## src/rtl/rfb_pkg.sv

```systemverilog
package rfb_pkg;
  localparam int unsigned NUM_BUF = 3;
  typedef logic [1:0] sel_t;
  typedef enum logic [1:0] {HS_IDLE, HS_REQ, HS_DROP} hs_state_e;

  function automatic sel_t sel_next(sel_t s);
    return (s == sel_t'(NUM_BUF - 1)) ? sel_t'(0) : s + sel_t'(1);
  endfunction
endpackage

```

## src/rtl/rfb_store.sv

```systemverilog
module rfb_store #(
  parameter int unsigned DATA_W = 8,
  parameter int unsigned DEPTH  = 5,
  localparam int unsigned CNT_W = $clog2(DEPTH + 1)
) (
  input  logic                          clk_i,
  input  logic                          rst_ni,
  input  logic                          clr_i,
  input  logic                          wr_en_i,
  input  logic [DATA_W-1:0]             wr_data_i,
  output logic [CNT_W-1:0]              cnt_o,
  output logic [DEPTH-1:0][DATA_W-1:0]  mem_o
);
  localparam logic [CNT_W-1:0] DEPTH_C = CNT_W'(DEPTH);

  always_ff @(posedge clk_i or negedge rst_ni) begin
    if (!rst_ni) begin
      cnt_o <= '0;
      mem_o <= '0;
    end else if (clr_i) begin
      cnt_o <= '0;
    end else if (wr_en_i && cnt_o < DEPTH_C) begin
      mem_o[cnt_o] <= wr_data_i;
      cnt_o        <= cnt_o + CNT_W'(1);
    end
  end
endmodule

```

## src/rtl/rfb_rd_hs.sv

```systemverilog
module rfb_rd_hs
  import rfb_pkg::*;
#(
  parameter int unsigned DATA_W = 8,
  parameter int unsigned DEPTH  = 5,
  localparam int unsigned CNT_W = $clog2(DEPTH + 1)
) (
  input  logic                          clk_i,
  input  logic                          rst_ni,
  input  logic                          tick_i,
  input  logic [CNT_W-1:0]              rd_cnt_i,
  input  logic [DEPTH-1:0][DATA_W-1:0]  rd_mem_i,
  output logic                          req_o,
  input  logic                          ack_i,
  output logic [DATA_W-1:0]             data_o
);
  hs_state_e        state_q;
  logic [CNT_W-1:0] ptr_q;

  always_ff @(posedge clk_i or negedge rst_ni) begin
    if (!rst_ni) begin
      state_q <= HS_IDLE;
      ptr_q   <= '0;
      req_o   <= 1'b0;
      data_o  <= '0;
    end else begin
      unique case (state_q)
        HS_IDLE: if (ptr_q < rd_cnt_i) begin
          data_o  <= rd_mem_i[ptr_q];
          req_o   <= 1'b1;
          ptr_q   <= ptr_q + CNT_W'(1);
          state_q <= HS_REQ;
        end
        HS_REQ: if (ack_i) begin
          req_o   <= 1'b0;
          state_q <= HS_DROP;
        end
        HS_DROP: if (!ack_i) state_q <= HS_IDLE;
        default: state_q <= HS_IDLE;
      endcase
      // new read period: restart at slot 0, a raised word still completes
      if (tick_i) ptr_q <= '0;
    end
  end
endmodule

```

## src/rtl/rfb_snap.sv

```systemverilog
module rfb_snap
  import rfb_pkg::*;
#(
  parameter int unsigned DATA_W = 8,
  parameter int unsigned DEPTH  = 5,
  localparam int unsigned CNT_W   = $clog2(DEPTH + 1),
  localparam int unsigned ENT_W   = DATA_W + 1,
  localparam int unsigned CHAIN_W = NUM_BUF * DEPTH * ENT_W
) (
  input  logic                                       clk_i,
  input  logic                                       rst_ni,
  input  logic                                       cap_i,
  input  logic                                       shift_i,
  input  logic                                       sin_i,
  input  logic [NUM_BUF-1:0][DEPTH-1:0][DATA_W-1:0]  mem_i,
  input  logic [NUM_BUF-1:0][CNT_W-1:0]              cnt_i,
  output logic                                       sout_o
);
  logic [CHAIN_W-1:0] img;
  logic [CHAIN_W-1:0] chain_q;

  always_comb begin
    img = '0;
    for (int b = 0; b < NUM_BUF; b++) begin
      for (int e = 0; e < DEPTH; e++) begin
        if (CNT_W'(e) < cnt_i[b])
          img[CHAIN_W-1-(b*DEPTH+e)*ENT_W -: ENT_W] = {1'b1, mem_i[b][e]};
      end
    end
  end

  always_ff @(posedge clk_i or negedge rst_ni) begin
    if (!rst_ni)      chain_q <= '0;
    else if (cap_i)   chain_q <= img;
    else if (shift_i) chain_q <= {chain_q[CHAIN_W-2:0], sin_i};
  end

  assign sout_o = chain_q[CHAIN_W-1];
endmodule

```

## src/rtl/rot_fifo_buf.sv

```systemverilog
module rot_fifo_buf
  import rfb_pkg::*;
#(
  parameter int unsigned DATA_W = 8,
  parameter int unsigned DEPTH  = 5,
  localparam int unsigned CNT_W = $clog2(DEPTH + 1)
) (
  input  logic              clk_i,
  input  logic              rst_ni,
  input  logic              bx_tick_i,
  input  logic              wr_valid_i,
  input  logic [DATA_W-1:0] wr_data_i,
  output logic              rd_req_o,
  output logic [DATA_W-1:0] rd_data_o,
  input  logic              rd_ack_i,
  output logic              ovf_o,
  input  logic              scan_cap_i,
  input  logic              scan_shift_i,
  input  logic              scan_in_i,
  output logic              scan_out_o
);
  localparam logic [CNT_W-1:0] DEPTH_C = CNT_W'(DEPTH);

  sel_t wr_sel, rd_sel, clr_sel;
  logic [NUM_BUF-1:0][DEPTH-1:0][DATA_W-1:0] mem;
  logic [NUM_BUF-1:0][CNT_W-1:0]             cnt;
  logic                                      wr_full;

  assign clr_sel = sel_next(wr_sel);
  assign rd_sel  = sel_next(clr_sel);
  assign wr_full = (cnt[wr_sel] >= DEPTH_C);

  always_ff @(posedge clk_i or negedge rst_ni) begin
    if (!rst_ni)        wr_sel <= '0;
    else if (bx_tick_i) wr_sel <= sel_next(wr_sel);
  end

  always_ff @(posedge clk_i or negedge rst_ni) begin
    if (!rst_ni)                      ovf_o <= 1'b0;
    else if (wr_valid_i && wr_full)   ovf_o <= 1'b1;
  end

  for (genvar k = 0; k < NUM_BUF; k++) begin : g_buf
    rfb_store #(.DATA_W(DATA_W), .DEPTH(DEPTH)) u_store (
      .clk_i     (clk_i),
      .rst_ni    (rst_ni),
      .clr_i     (clr_sel == sel_t'(k)),
      .wr_en_i   (wr_valid_i && wr_sel == sel_t'(k)),
      .wr_data_i (wr_data_i),
      .cnt_o     (cnt[k]),
      .mem_o     (mem[k])
    );
  end

  rfb_rd_hs #(.DATA_W(DATA_W), .DEPTH(DEPTH)) u_rd (
    .clk_i    (clk_i),
    .rst_ni   (rst_ni),
    .tick_i   (bx_tick_i),
    .rd_cnt_i (cnt[rd_sel]),
    .rd_mem_i (mem[rd_sel]),
    .req_o    (rd_req_o),
    .ack_i    (rd_ack_i),
    .data_o   (rd_data_o)
  );

  rfb_snap #(.DATA_W(DATA_W), .DEPTH(DEPTH)) u_snap (
    .clk_i   (clk_i),
    .rst_ni  (rst_ni),
    .cap_i   (scan_cap_i),
    .shift_i (scan_shift_i),
    .sin_i   (scan_in_i),
    .mem_i   (mem),
    .cnt_i   (cnt),
    .sout_o  (scan_out_o)
  );
endmodule

```

## config.mk

```make
export PLATFORM = sky130hd
export DESIGN_NAME = rot_fifo_buf
export DESIGN_NICKNAME = d
export VERILOG_FILES = /design/src/rtl/rfb_pkg.sv /design/src/rtl/rfb_store.sv /design/src/rtl/rfb_rd_hs.sv /design/src/rtl/rfb_snap.sv /design/src/rtl/rot_fifo_buf.sv
export SDC_FILE = /design/constraint.sdc
export NUM_CORES = 1
export LEC_CHECK = 0
export BUFFER_PORTS_ARGS = -buffer_cell sky130_fd_sc_hd__clkbuf_2
export CORE_MARGIN = 2
export CORE_UTILIZATION = 35
export DETAILED_ROUTE_END_ITERATION = 6
export PLACE_DENSITY = 0.5
export SYNTH_ARGS = -nofsm -noshare
export SYNTH_HDL_FRONTEND = slang
export SYNTH_SLANG_ARGS = --single-unit
```

## constraint.sdc

```tcl
create_clock -name clk_i -period 3.3 [get_ports clk_i]
set_input_delay 0.825 -clock clk_i [delete_from_list [all_inputs] [get_ports clk_i]]
set_output_delay 0.825 -clock clk_i [all_outputs]
set_load 0.05 [all_outputs]
```

Yosys cells after proc, flatten, opt, wreduce, memory -nomap -nowiden
Index checks and enable logic that the tools add are counted.

cells by class
  multiply operators = 0
  reductions and logical operators = 27
  multiplexer cells = 52
  shift operators = 0
  bitwise operators = 3
  eq/ne operators = 9
  $add $sub $neg = 6
  divide/modulo/power cells = 0
  $lt $le $gt $ge = 29

operators with widths
  operator                                                               count
  135-bit 2-to-1 mux                                                     2
  9-bit 2-to-1 mux                                                       15
  40-bit bitwise mux                                                     3
  40-bit binary-select mux with 2-bit select                             1
  8-bit demux with 3-bit select                                          3
  40-bit 2-to-1 mux                                                      1
  3-bit 2-to-1 mux                                                       11
  8-bit 2-to-1 mux                                                       4
  8-bit binary-select mux with 3-bit select                              1
  1-bit by 3-bit < comparator with 1-bit output, first input constant    6
  2-bit by 3-bit < comparator with 1-bit output, first input constant    6
  3-bit by 4-bit < comparator with 1-bit output, second input constant   4
  2-bit nonzero test                                                     7
  3-bit by 1-bit adder with 3-bit output, second input constant          4
  3-bit binary-select mux with 2-bit select                              2
  1-bit logical AND                                                      10
  2-bit 2-to-1 mux                                                       5
  2-bit AND reduction                                                    5
  3-bit by 1-bit >= comparator with 1-bit output, second input constant  3
  3-bit < comparator, first input constant                               3
  3-bit < comparator, second input constant                              3
  2-bit by 1-bit == test with 1-bit output, second input constant        3
  2-bit == test, second input constant                                   3
  2-bit logical NOT                                                      3
  11 further kinds                                                       18

storage, ports and cells
  logic and storage cells = 151
  bits in latches = 0
  memory bits (writable) = 0
  memories = 0
  flip-flop bits (word level) = 281
  memory bits (read-only) = 0

Depth between registers and ports, before layout
  depth in word-level cells = 10
  depth in mapped cells = 13
  depth with buffers taken out = 9

Modules after synthesis
Synthesis repeated with hierarchy kept, for this count alone.

second synthesis, totals
  cells, all modules = 1217
  area total of the unflattened synthesis = 13779.5 um2

modules (own cells, without submodules)
  module                             cells each  seq. area each (um2)  instances  area an instance (um2)
  rfb_snap                           627         3378.2                1          6521.3
  rfb_store at g_buf[0].u_store ...  108         1076.0                2          1720.4
  rfb_store at g_buf[2].u_store      106         1076.0                1          1696.6
  rot_fifo_buf                       165         75.1                  1          1143.6
  rfb_rd_hs                          103         350.3                 1          977.2

Least setup slack after synthesis
Ideal clock, no wire load.

  path type = register to register
  start = register wr_sel[1]
  end = register u_rd.data_o[0]
  path buffers = 5
  period minus slack after synthesis = 3.000 ns
  data arrival time = 2.875 ns
  cell stages (with the launch flop) = 12
  slack = 0.300 ns
  cell sequence = dfrtp_1 > buf_6 > clkbuf_1 > buf_2 > buf_2 > buf_2 > a21oi_1 > ha_1 > nor3_2 > or3b_1 > o21ai_4 > mux2_2

on the way
  cells in the longest elaborated chain, start to end = 8
  elaborated cells on any way between the ends = 14
  those cells by class = add/sub (2); order compare (1); eq/ne (2); mux (8); reduce/logical (1)

RTL lines
  item                                                                                                            line                                    RTL
  from (decl)                                                                                                     rot_fifo_buf.sv:24                      sel_t wr_sel, rd_sel, clr_sel;
  from (signal assigned)                                                                                          rot_fifo_buf.sv:35                      else if (bx_tick_i) wr_sel <= sel_next(wr_sel);
  2-bit by 1-bit adder with 2-bit output / 2-bit == test (equally long branches)                                  rfb_pkg.sv:7                            return (s == sel_t'(NUM_BUF - 1)) ? sel_t'(0) : s + sel_t'(1);
  2-bit 2-to-1 mux *                                                                                              rfb_pkg.sv:7
  2-bit by 1-bit adder with 2-bit output / 2-bit == test (equally long branches)                                  rfb_pkg.sv:7
  2-bit 2-to-1 mux *                                                                                              rfb_pkg.sv:7
  3-bit binary-select mux with 2-bit select / 40-bit binary-select mux with 2-bit select (equally long branches)  rot_fifo_buf.sv:59, rot_fifo_buf.sv:60
  3-bit 2-to-1 mux (implied by the code) / 40-bit 2-to-1 mux (equally long branches)                              rot_fifo_buf.sv:59, rot_fifo_buf.sv:60
  3-bit < comparator / 8-bit binary-select mux with 3-bit select (equally long branches)                          rfb_rd_hs.sv:28, rfb_rd_hs.sv:29
  2-bit AND reduction (no line) / 8-bit 2-to-1 mux (equally long branches)                                        n/a
  to (signal assigned)                                                                                            rfb_rd_hs.sv:29                         data_o <= rd_mem_i[ptr_q];
  to (decl)                                                                                                       rfb_rd_hs.sv:15                         output logic [DATA_W-1:0] data_o

Every way passes the cells marked *; elsewhere a longest branch is shown, timed or not. The select of a mux whose other input is x is not followed.
A chain may end at the register's enable or synchronous reset.

Final worst setup path
  start = register g_buf[2].u_store.cnt_o[2]
  end = register u_rd.data_o[3]

on the way
  cells in the longest elaborated chain, start to end = 4

RTL lines
  item                                       line                RTL
  from (decl)                                rfb_store.sv:11     output logic [CNT_W-1:0] cnt_o,
  from (signal assigned)                     rfb_store.sv:24     cnt_o <= cnt_o + CNT_W'(1);
  3-bit binary-select mux with 2-bit select  rot_fifo_buf.sv:59  .rd_cnt_i (cnt[rd_sel]),
  3-bit 2-to-1 mux (implied by the code)     rot_fifo_buf.sv:59
  3-bit < comparator                         rfb_rd_hs.sv:28     HS_IDLE: if (ptr_q < rd_cnt_i) begin
  2-bit AND reduction (no line)              n/a

Every way passes these cells. The select of a mux whose other input is x is not followed.

==> results.toml <==
[synthesis]
syn-num-nets = 1311
ys_warn_count = 0
yosys_register_bits = 281
ys_seq_area_share_pct = 52.00
synth.area.top_cells = "dfrtp_1, mux2_2, a21oi_1"
synthCells = 1286
synth_cell_types = 53
async_reset_ff_share_pct = 100.0
synth_edf_count = 0
synth_ff_type = "dfrtp_1"
syn_area_per_cell_um2 = 10.52
synth_area_mm2 = 0.01352
yosys.area.top_type = "dfrtp_1"
synth_top_cell_area_share_pct = 52.00

[power_and_ir_drop]
p_leak_nw = 7.076
ir_drop_mv = 0.6077
powerDensity_mw_per_mm2 = 815.7

[placement]
dp_hpwl_um = 25220
place_area_mm2 = 0.01432
gp_congestion = 0.8449
io_buffer_count = 26

[sta]
hold_violations = 0
finClkSkew_ns = 0.01317
worstMarginPinSlew_ns = 0.8044
rsz0062_at_grt = "no"
fmax_ghz = 0.3540
tns_ns = 0
fin_crit_ns = 2.825
slew_violations = 0
setup_viol = 0
relSlewSlack_pct = 46.08
min_period_over_period_pct = 85.60

[drt]
drtIter0Drc = 772
num_vias = 9558
wl_per_cell_um = 20.68
route.detailed.drc = 0
vias_per_cell = 5.186
antenna_left = 0
drt-total-wl_um = 38120
drt_pre_antenna_iters = 6

[grt]
grt_pass1_vias = 9746
grt_max_degree = 66
antenna_found_initial = 0
grt_overflow_total = 0
grtUsageTotal_pct = 19.18
grt_first_pass_wirelength_um = 60380

[cells_and_area]
nets = 1326
area_growth_pct = 14.22
drive_gt1_share_pct = 23.40
final_cell_area_mm2 = 0.01545
layout_commonest_cell = "dfrtp_1"
antenna_cells = 0
layout_common_cells = "dfrtp_1, mux2_2, a21oi_1"
fin_util_pct = 40.25

[critical_path]
cp_cell_sequence = "nor2b_1, a21oi_1, nor2_1, a21oi_1, ha_1, nor3_2, or3b_1, o21ai_4, mux2_2"
crit_required_ns = 3.68
worstSetupPathType = "reg -> reg"
crit_path_start_kind = "register"
reg2reg_depth = 9
worst_path_most_repeated_cell = "a21oi_1"
worstPathArrival_ns = 3.20
cpPeakStageDelay_ns = 0.50
crit_slowest_cell = "dfrtp_1"
cp-end-kind = "register"
reg2reg_slack_ns = 0.48
crit_path_max_fanout = 10

[die]
rows = 72
die_y_um = 200.6
ios = 27
start_util_pct = 35.24
die-area_mm2 = 0.04023
core_mm2 = 0.03838
die_w_um = 200.6

[clocking]
cts_hold_buf = 0
clock-root-buffer = "clkbuf_16"
ctsResizeCount = 0
clk_latency_ns = 0.51
tritoncts = "yes"
clockBufferDepth = 3
cts-htree-levels = 2
postCtsSetupBuffers = 0
clock_sinks = 281
cts_buffers = 35
clk_pin_slew_worst_paths_ns = 0.06

[run]
maxCapViolCount = 0

[run_status]
status = "finished clean"

[worst_hold_path]
hold_path.class = "in -> async"
## path summary, 6_finish.rpt
path / from / end
setup / recovery: g_buf[2].u_store.cnt_o[2] / u_rd.data_o[3]
hold / removal: rst_ni / u_snap.chain_q[120]
setup reg to reg: g_buf[2].u_store.cnt_o[2] / u_rd.data_o[3]
hold reg to reg: ovf_o / ovf_o
max in group asynchronous: rst_ni / g_buf[2].u_store.mem_o[35]
min in group clk_i: ovf_o / ovf_o
## flip-flops by register name, summed over array words and instances (netlist names)
name and cells:
u_rd.req_o 1, u_rd.ptr_q 3, g_buf.u_store.mem_o 120, g_buf.u_store.cnt_o 9
u_rd.state_q 2, wr_sel 2, u_rd.data_o 8, u_snap.chain_q 135
ovf_o 1
## Yosys cell counts, types with 2 or more instances
master and count:
or2_2 3, nor2b_1 6, nand3b_1 2, buf_6 2, buf_1 13, dfrtp_1 281
clkbuf_1 53, nand2_1 58, o21ai_0 39, nor3_2 3, a222oi_1 7, o22a_1 5
and4_1 3, clkinv_1 2, ha_1 9, inv_1 88, nand3_2 3, mux2i_1 57
a21o_1 3, o211ai_1 22, a21oi_1 173, a211oi_1 4, mux2_4 8, mux4_2 2
nand3_1 6, a22oi_1 7, buf_2 14, nor2_1 165, nor3_1 2, nand2b_1 12
mux2_2 175, nand4_1 10, nor3b_1 4, o21bai_1 8, o22ai_1 17, and3_1 3
## area by class of cell
type	count	area (µm²)
Sequential cell	281	7032
Clock buffer	54	1060
Fill cell	3837	22930
Tap cell	518	648.1
Multi-Input combinational cell	833	5813
Timing Repair Buffer	60	491.7
Inverter	90	337.8
Clock inverter	7	63.81
## per-stage QoR
stage	power, mW	setup WS (ns)	instances	hold WS, ns
floorplan	7.545	0.3000	1286	0.4604
global placement	8.815	0.5841	1782	0.4479
detailed placement	8.897	0.5070	1782	0.4539
CTS	12.71	0.4827	1843	0.3066
global route	13.31	0.2856	1843	0.3131
finish	12.60	0.4753	1843	0.2852
## power breakdown
group,leakage (nW),total (mW),switching [mW],internal (mW)
clock,0.556,3.75,1.47,2.28
combinational,2.85,3.66,1.98,1.69
sequential,3.67,5.19,0.842,4.35
total,7.08,12.6,4.29,8.31
## cells by family after synthesis
family / share of synthesized area [%]
compound gates: 12.35
xor+xnor: 0.06478
mux: 20.01
buf+inv: 5.015
fa+ha+maj: 0.8327
simple gates: 9.724
flops: 52.00
## critical path: cells and delay by family (launching register included)
kind,cells,cell delay [ns]
simple gates,4,1.09
compound gates,3,0.51
mux,1,0.39
flops,1,0.50
fa+ha+maj,1,0.21
## per-layer routing
layer  vias up  global-route usage, %  share of wire (%)
met4         0                  4.709                2.1
li1       4501                      -                  -
met1      4816                  27.75                 48
met3        56                  3.133                4.2
met2       185                  30.08                 46
met5         -                      0                  0
(Power assumes the default switching activity.)
